$ cat config.mk
export PLATFORM = sky130hd
export DESIGN_NAME = qw_throttle
export DESIGN_NICKNAME = d
export VERILOG_FILES = /design/src/rtl/qw_pkg.sv /design/src/rtl/qw_cfg_shadow.sv /design/src/rtl/qw_window_timer.sv /design/src/rtl/qw_quota_gate.sv /design/src/rtl/qw_stats.sv /design/src/rtl/qw_throttle.sv
export SDC_FILE = /design/constraint.sdc
export NUM_CORES = 1
export LEC_CHECK = 0
export BUFFER_PORTS_ARGS = -buffer_cell sky130_fd_sc_hd__buf_2
export CORE_MARGIN = 1.5
export CORE_UTILIZATION = 25
export DETAILED_ROUTE_END_ITERATION = 8
export GPL_ROUTABILITY_DRIVEN = 0
export MAX_ROUTING_LAYER = met4
export PLACE_DENSITY = 0.53
export SKIP_CTS_REPAIR_TIMING = 1
export SYNTH_ARGS = -nofsm -noshare
export SYNTH_HDL_FRONTEND = slang
export SYNTH_SLANG_ARGS = --single-unit
$ cat constraint.sdc
create_clock -name clk -period 3.6 [get_ports clk]
set_input_delay 0.18 -clock clk [delete_from_list [all_inputs] [get_ports clk]]
set_output_delay 0.18 -clock clk [all_outputs]
set_load 0.02 [all_outputs]
$ cat src/rtl/qw_pkg.sv
package qw_pkg;

  localparam int unsigned QW_CNT_W = 8;

  typedef logic [QW_CNT_W-1:0] qw_cnt_t;

  typedef struct packed {
    logic    bypass;
    qw_cnt_t quota;
    qw_cnt_t window;
  } qw_cfg_t;

  // Window length of zero is treated as a one-cycle window.
  function automatic qw_cnt_t qw_eff_window(qw_cnt_t w);
    return (w == '0) ? qw_cnt_t'(1) : w;
  endfunction

  // Budget covers the whole window, or bypass forced.
  function automatic logic qw_transparent(qw_cfg_t c);
    return c.bypass | (c.quota >= qw_eff_window(c.window));
  endfunction

endpackage

$ cat src/rtl/qw_cfg_shadow.sv
module qw_cfg_shadow
  import qw_pkg::*;
#(
  parameter qw_cfg_t RESET_CFG = '{bypass: 1'b0, quota: 8'd2, window: 8'd8}
) (
  input  logic    clk,
  input  logic    rst_n,
  input  logic    cfg_wr,
  input  qw_cfg_t cfg_in,
  input  logic    apply,
  output qw_cfg_t active
);

  qw_cfg_t pend_q, pend_d;
  qw_cfg_t act_q,  act_d;
  logic    pend_en, act_en;

  always_comb begin
    pend_en = cfg_wr;
    pend_d  = cfg_in;
    act_en  = apply;
    act_d   = pend_q;
  end

  always_ff @(posedge clk or negedge rst_n) begin
    if (!rst_n) begin
      pend_q <= RESET_CFG;
    end else if (pend_en) begin
      pend_q <= pend_d;
    end
  end

  always_ff @(posedge clk or negedge rst_n) begin
    if (!rst_n) begin
      act_q <= RESET_CFG;
    end else if (act_en) begin
      act_q <= act_d;
    end
  end

  assign active = act_q;

endmodule

$ cat src/rtl/qw_window_timer.sv
module qw_window_timer
  import qw_pkg::*;
(
  input  logic    clk,
  input  logic    rst_n,
  input  qw_cnt_t win_len,
  output qw_cnt_t win_cnt,
  output logic    wrap
);

  qw_cnt_t cnt_q, cnt_d;
  qw_cnt_t last_idx;

  always_comb begin
    last_idx = qw_eff_window(win_len) - qw_cnt_t'(1);
    wrap     = (cnt_q >= last_idx);
    cnt_d    = wrap ? '0 : cnt_q + qw_cnt_t'(1);
  end

  always_ff @(posedge clk or negedge rst_n) begin
    if (!rst_n) begin
      cnt_q <= '0;
    end else begin
      cnt_q <= cnt_d;
    end
  end

  assign win_cnt = cnt_q;

endmodule

$ cat src/rtl/qw_quota_gate.sv
module qw_quota_gate
  import qw_pkg::*;
(
  input  logic    clk,
  input  logic    rst_n,
  input  qw_cfg_t act,
  input  logic    wrap,
  input  logic    fire,
  output logic    allow
);

  qw_cnt_t used_q, used_d;
  logic    used_en;
  logic    open_all;

  always_comb begin
    open_all = qw_transparent(act);
    allow    = open_all | (used_q < act.quota);
    used_en  = wrap | fire;
    used_d   = wrap ? '0 : used_q + qw_cnt_t'(1);
  end

  always_ff @(posedge clk or negedge rst_n) begin
    if (!rst_n) begin
      used_q <= '0;
    end else if (used_en) begin
      used_q <= used_d;
    end
  end

endmodule

$ cat src/rtl/qw_stats.sv
module qw_stats
  import qw_pkg::*;
(
  input  logic    clk,
  input  logic    rst_n,
  input  logic    wrap,
  input  logic    fire,
  input  logic    stall,
  output qw_cnt_t stat_accepted,
  output qw_cnt_t stat_stalls,
  output logic    stat_strobe
);

  qw_cnt_t acc_q, acc_d, acc_sum;
  qw_cnt_t stl_q, stl_d, stl_sum;
  qw_cnt_t rep_acc_q, rep_stl_q;
  logic    strobe_q;
  logic    rep_en;

  always_comb begin
    acc_sum = acc_q + qw_cnt_t'(fire);
    stl_sum = stl_q + qw_cnt_t'(stall);
    acc_d   = wrap ? '0 : acc_sum;
    stl_d   = wrap ? '0 : stl_sum;
    rep_en  = wrap;
  end

  always_ff @(posedge clk or negedge rst_n) begin
    if (!rst_n) begin
      acc_q <= '0;
      stl_q <= '0;
    end else begin
      acc_q <= acc_d;
      stl_q <= stl_d;
    end
  end

  always_ff @(posedge clk or negedge rst_n) begin
    if (!rst_n) begin
      rep_acc_q <= '0;
      rep_stl_q <= '0;
    end else if (rep_en) begin
      rep_acc_q <= acc_sum;
      rep_stl_q <= stl_sum;
    end
  end

  always_ff @(posedge clk or negedge rst_n) begin
    if (!rst_n) begin
      strobe_q <= 1'b0;
    end else begin
      strobe_q <= wrap;
    end
  end

  assign stat_accepted = rep_acc_q;
  assign stat_stalls   = rep_stl_q;
  assign stat_strobe   = strobe_q;

endmodule

$ cat src/rtl/qw_throttle.sv
module qw_throttle
  import qw_pkg::*;
#(
  parameter int unsigned ADDR_W     = 32,
  parameter int unsigned DEF_QUOTA  = 2,
  parameter int unsigned DEF_WINDOW = 8,
  parameter int unsigned RST_STAGES = 2
) (
  input  logic                 clk,
  input  logic                 rst_n,
  input  logic                 cfg_wr,
  input  logic [QW_CNT_W-1:0]  cfg_quota,
  input  logic [QW_CNT_W-1:0]  cfg_window,
  input  logic                 cfg_bypass,
  input  logic                 req_valid,
  input  logic                 req_write,
  input  logic [ADDR_W-1:0]    req_addr,
  output logic                 req_ready,
  output logic                 mc_valid,
  output logic                 mc_write,
  output logic [ADDR_W-1:0]    mc_addr,
  input  logic                 mc_ready,
  output logic [QW_CNT_W-1:0]  stat_accepted,
  output logic [QW_CNT_W-1:0]  stat_stalls,
  output logic                 stat_strobe
);

  localparam qw_cfg_t RESET_CFG = '{
    bypass: 1'b0,
    quota:  qw_cnt_t'(DEF_QUOTA),
    window: qw_cnt_t'(DEF_WINDOW)
  };

  // Reset: asserted asynchronously, released on a clock edge.
  logic rst_n_sync;

  generate
    if (RST_STAGES <= 1) begin : g_rst_one
      logic rs_q;
      always_ff @(posedge clk or negedge rst_n) begin
        if (!rst_n) rs_q <= 1'b0;
        else        rs_q <= 1'b1;
      end
      assign rst_n_sync = rs_q;
    end else begin : g_rst_chain
      logic [RST_STAGES-1:0] rs_q;
      always_ff @(posedge clk or negedge rst_n) begin
        if (!rst_n) rs_q <= '0;
        else        rs_q <= {rs_q[RST_STAGES-2:0], 1'b1};
      end
      assign rst_n_sync = rs_q[RST_STAGES-1];
    end
  endgenerate

  qw_cfg_t cfg_wdata;
  qw_cfg_t act_cfg;
  qw_cnt_t win_cnt;
  logic    wrap;
  logic    allow;
  logic    fire;
  logic    stall;

  assign cfg_wdata = '{bypass: cfg_bypass, quota: cfg_quota, window: cfg_window};

  qw_cfg_shadow #(.RESET_CFG(RESET_CFG)) u_cfg (
    .clk    (clk),
    .rst_n  (rst_n_sync),
    .cfg_wr (cfg_wr),
    .cfg_in (cfg_wdata),
    .apply  (wrap),
    .active (act_cfg)
  );

  qw_window_timer u_timer (
    .clk     (clk),
    .rst_n   (rst_n_sync),
    .win_len (act_cfg.window),
    .win_cnt (win_cnt),
    .wrap    (wrap)
  );

  qw_quota_gate u_gate (
    .clk   (clk),
    .rst_n (rst_n_sync),
    .act   (act_cfg),
    .wrap  (wrap),
    .fire  (fire),
    .allow (allow)
  );

  qw_stats u_stats (
    .clk           (clk),
    .rst_n         (rst_n_sync),
    .wrap          (wrap),
    .fire          (fire),
    .stall         (stall),
    .stat_accepted (stat_accepted),
    .stat_stalls   (stat_stalls),
    .stat_strobe   (stat_strobe)
  );

  always_comb begin
    req_ready = mc_ready & allow;
    mc_valid  = req_valid & allow;
    mc_write  = req_write;
    mc_addr   = req_addr;
    fire      = req_valid & req_ready;
    stall     = req_valid & ~allow;
  end

endmodule

# After elaboration in Yosys (flattened, before gate mapping)
# Cells that the tools add are included.
[op_classes]
addsub = 5
order_cmp = 3
muxes = 5
n_bitwise = 8
reduce_logical = 1
[op_table]
columns = ["cell", "count"]
rows = [
  ["two-way mux 8 bit", 5],
  ["adder 8 x 1 -> 8 bit", 2],
  ["adder 8 x 1 -> 8 bit, second input constant", 2],
  ["greater-or-equal comparator 8 bit", 2],
  ["logical NOT 8 bit", 1],
  ["less-than comparator 8 bit", 1],
  ["subtractor 8 x 1 -> 8 bit, second input constant", 1],
  ["bitwise AND 1 bit", 4],
  ["OR 1 bit", 3],
  ["NOT 1 bit", 1],
]
[totals]
ff_bits = 85
inputBits = 55
output_inout_bits = 52
word_cells = 36

# Depth between registers and ports, before layout
[logic_depth]
depth_word = 9
depth_mapped = 16
mapped_depth_nobuf = 15

# Hierarchy
# Synthesis repeated with hierarchy kept, for this count alone.
[unflattened]
cells_unflattened = 386
hier_area_um2 = 4460.5
[modules_own_cells]
columns = ["module", "instances", "cells_each", "area_per_inst_um2"]
rows = [
  ["qw_cfg_shadow", 1, 72, 1376.3],
  ["qw_stats", 1, 118, 1325.0],
  ["qw_quota_gate", 1, 87, 768.2],
  ["qw_window_timer", 1, 69, 661.9],
  ["qw_throttle", 1, 40, 329.1],
]

# Worst setup path after synthesis
# Ideal clock, no wire load.
[synth_timing]
path_kind = "reg-to-reg"
start = "register u_cfg.act_q, in the netlist u_cfg.active[4]"
end = "register u_stats.rep_stl_q[7] (netlist: u_stats.stat_stalls[7])"
setup_ps = 137
arrival_time_ps = 3596
t_required_ps = 3463
slack_ps = -133
path_stages_with_launch = 17
n_path_buf = 1
period_less_slack_ps = 3733
path_cell_list = "dfrtp_1 -> or4_1 -> or3_4 -> o21bai_4 -> ha_1 -> nand2b_1 -> a31oi_1 -> o21ai_0 -> a211oi_2 -> buf_4 -> and2_1 -> ha_1 -> and3_1 -> nand3_1 -> or2_2 -> xor2_1 -> a21oi_1"
[synth_via]
elab_chain_cells = 8
[synth_rtl]
columns = ["element", "line_no", "source"]
rows = [
  ["from (decl)", "qw_cfg_shadow.sv:15", "qw_cfg_t act_q, act_d;"],
  ["from (signal assigned)", "qw_cfg_shadow.sv:37", "act_q <= act_d;"],
  ["logical NOT 8 bit", "qw_pkg.sv:15", "return (w == '0) ? qw_cnt_t'(1) : w;"],
  ["two-way mux 8 bit (*)", "qw_pkg.sv:15", ""],
  ["greater-or-equal comparator 8 bit", "qw_pkg.sv:20", "return c.bypass | (c.quota >= qw_eff_window(c.window));"],
  ["OR 1 bit", "qw_pkg.sv:20", ""],
  ["OR 1 bit", "qw_quota_gate.sv:18", "allow = open_all | (used_q < act.quota);"],
  ["NOT 1 bit", "qw_throttle.sv:108", "stall = req_valid & ~allow;"],
  ["bitwise AND 1 bit", "qw_throttle.sv:108", ""],
  ["adder 8 x 1 -> 8 bit", "qw_stats.sv:22", "stl_sum = stl_q + qw_cnt_t'(stall);"],
  ["to (signal assigned)", "qw_stats.sv:44", "rep_stl_q <= stl_sum;"],
  ["to (decl)", "qw_stats.sv:16", "qw_cnt_t rep_acc_q, rep_stl_q;"],
]
# Every way passes the cells marked *; elsewhere a longest branch is shown, timed or not.
# A chain may end at the register's enable or synchronous reset.

# Worst setup path in the final report
[layout_timing]
start = "register u_cfg.act_q, in the netlist u_cfg.active[5]"
end = "register u_stats.rep_stl_q[7] (netlist: u_stats.stat_stalls[7])"
# Same word-level chain as after synthesis.

==> results.yml <==
synthesis:
  yosys_warnings: 0
  synth-seq-cells: 85
  synth_edf_count: 0
  synth_ff_type: "dfrtp_1"
  synth-seq-area-share_pct: 49.71
  syn_nets: 503
  async_reset_ff_share_pct: 100.0
  synth_area_per_cell_sq_um: 10.26
  syn_area_sq_um: 4289
  postSynthCellCount: 418
  yosysUniqueCellTypes: 40
layout:
  nFillCells: 1757
  design_area_sq_um: 5027
  final_common_cell: "dfrtp_1"
  n_antenna_cell: 0
  area_growth_pct: 17.21
  drive_gt1_share_pct: 25.34
  mostFrequentLayoutCells: "dfrtp_1, nand2_1, buf_2"
  finalNonFillerCells: 658
  fin_nets: 518
timing:
  hold_viol: 0
  period_minus_slack_ns: 3.529
  slew_violations: 0
  setup_violations: 0
  worst_pin_slew_ns: 1.079
  rsz0062_at_grt: "yes"
  max_freq_ghz: 0.2833
  slew_headroom_pct: 28.09
  finClkSkew_ns: 0.009603
  worst_slack_ns: 0.07059
  period_share_pct: 98.04
power:
  p_total_mw: 2.283
  pwr_density_cell_nw_per_um2: 454.1
  irDropWorstVdd_mv: 0.2564
  p_leak_nw: 2.305
  swShare_pct: 23.59
  switching_power_uw: 538.6
  power_frac_seq_pct: 49.0
  power.clock.fraction_pct: 43.8
  power_frac_comb_pct: 7.2
  p_int_mw: 1.744
critical_path:
  startpoint_type: "flip-flop"
  critPathRequiredTime_ns: 3.87
  arrival_ns: 3.80
  critPathCaptureType: "flip-flop"
  crit_type: "flip-flop to flip-flop"
  cp_max_fo: 4
route:
  drt-total-wl_mm: 8.527
  first_iter_violations: 98
  via_count: 2821
  dr.pass1.iters: 4
  wire_per_inst_microns: 12.96
  drc: 0
  vias_per_cell: 4.287
  drtAntennaViolNets: 0
floorplan:
  io_pins: 107
  rows: 47
  core-area_sq_um: 16700
  dieWidth_microns: 134.0
  dieArea_sq_um: 17950
  die_y_microns: 134.0
  start_util_pct: 25.68
clock_network:
  clk_transition_reported_paths_ns: 0.06
  htreeDepth: 3
  ctsLongestPathBuffers: 2
  cts.sinks: 85
  cts-root-buf: "clkbuf_16"
  cts_tree: "done"
  cts_buffers: 9
  clk-insertion-delay-late_ns: 0.35
placed_design:
  hpwl_mm: 5.753
  place_ws_ns: -0.05805
  numPortBuffers: 40
  place_area_sq_um: 4542
  dp_cells: 638
global_route:
  grt-ovfl-total: 0
  antenna_found_initial: 0
  grt_max_degree: 84
  grt_pass1_vias: 2918
  track_usage_pct: 10.24
  grt_pass1_wl_mm: 14.20
flow_run:
  cap_viol_max_count: 0
worst_hold_path:
  min_path_type: "input pin to flip-flop"
status:
  status: "finished, final reports clean"
[path summary, 6_finish.rpt]
path | startpoint | to | slack [ns] | cells after the start
worst max-delay path | u_cfg.active[5] | u_stats.stat_stalls[7] | 0.07 | 16
worst min-delay path | cfg_quota[0] | u_cfg.act_d[8] | 0.06 | 2
worst max register to register | u_cfg.active[5] | u_stats.stat_stalls[7] | 0.07 | 16
worst min register to register | g_rst_chain.rs_q[0] | g_rst_chain.rs_q[1] | 0.36 | 0
max in group asynchronous | g_rst_chain.rs_q[1] | u_timer.win_cnt[7] | 2.38 | 0
min in group asynchronous | rst_n | g_rst_chain.rs_q[1] | 0.14 | 2
[cell type report]
type | count | area (sq um) | share of cell area (%)
Tap cell | 220 | 275.3 | 5.475
Timing Repair Buffer | 50 | 337.8 | 6.720
Clock buffer | 12 | 246.5 | 4.903
Sequential cell | 85 | 2136 | 42.48
Clock inverter | 4 | 72.57 | 1.444
Inverter | 19 | 73.82 | 1.468
Multi-Input combinational cell | 268 | 1886 | 37.51
[power by group through the flow]
stage | logic, mW | clock network [mW] | registers (mW)
after floorplan | 0.182 | 0 | 1.11
after global placement | 0.158 | 0 | 1.13
after detailed placement | 0.163 | 0 | 1.13
after CTS | 0.164 | 1.04 | 1.12
after global routing | 0.193 | 1.07 | 1.13
final | 0.164 | 0.999 | 1.12
[routing by layer]
layer	wire length [microns]	track usage [%]	vias to the layer above
met3	404	3.704	25
met2	3948	15.66	41
met4	163	4.167	0
met5	0	-	-
li1	-	-	1394
met1	4011	12.25	1361
[cell usage after synthesis, types with 4 or more instances]
| cell | n | share of area [%] |
|---|---|---|
| and3_1 | 7 | 1.0 |
| nor2_1 | 38 | 3.3 |
| clkbuf_1 | 8 | 0.70 |
| nand2_1 | 46 | 4.0 |
| xor2_1 | 12 | 2.5 |
| dfstp_2 | 4 | 2.5 |
| or3_1 | 6 | 0.88 |
| o21ai_0 | 25 | 2.9 |
| and2_1 | 6 | 0.88 |
| a21oi_1 | 23 | 2.7 |
| mux2_2 | 17 | 4.5 |
| buf_4 | 34 | 6.0 |
| inv_1 | 18 | 1.6 |
| xnor2_1 | 11 | 2.2 |
| a21o_1 | 6 | 1.1 |
| dfrtp_1 | 81 | 47 |
| ha_1 | 30 | 8.8 |
| nand3_1 | 17 | 2.0 |
[worst max-delay path, stage by stage, from the launching register on]
cell and delay [ns]:
dfrtp_1 0.37, or4_4 0.53, or3_4 0.35, o21bai_4 0.15, ha_4 0.21, nand2b_4 0.13
a31oi_1 0.18, o21ai_1 0.11, a211oi_2 0.18, buf_4 0.16, and2_4 0.15, ha_4 0.13
and3_4 0.18, nand3_4 0.07, or2_4 0.26, xor2_2 0.14, a21oi_1 0.14
[sequential cells by signal, summed over array words and instances, names as in the netlist]
register	cells
u_stats.stat_stalls	8
u_cfg.active	17
u_stats.stat_strobe	1
g_rst_chain.rs_q	2
u_stats.stat_accepted	8
u_stats.stl_q	8
u_stats.acc_q	8
u_gate.used_q	8
u_cfg.act_d	17
u_timer.win_cnt	8
[cell families (layout without fill, tap and decap cells)]
kind of cell    after synthesis  in the layout  synth area share (%)
fa+ha+maj                    30             30                 8.751
flops                        85             85                 49.71
simple gates                133            133                 14.32
xor+xnor                     23             23                 4.697
other cells                   1              1               0.08743
buf+inv                      65             85                 8.926
compound gates               63             63                 8.810
mux                          18             18                 4.697
[through the flow]
stage	hold slack (ns)	utilization (%)	TNS (ns)
global route	0.05053	30.10	-0.1041
detailed placement	-0.03290	27.20	-0.1925
floorplan	-0.1156	-	-0.2381
CTS	-0.4138	29.11	-0.2215
finish	0.06307	30.10	0
global placement	-0.03501	27.20	0
Note: power is estimated with default switching activity, not from simulation.
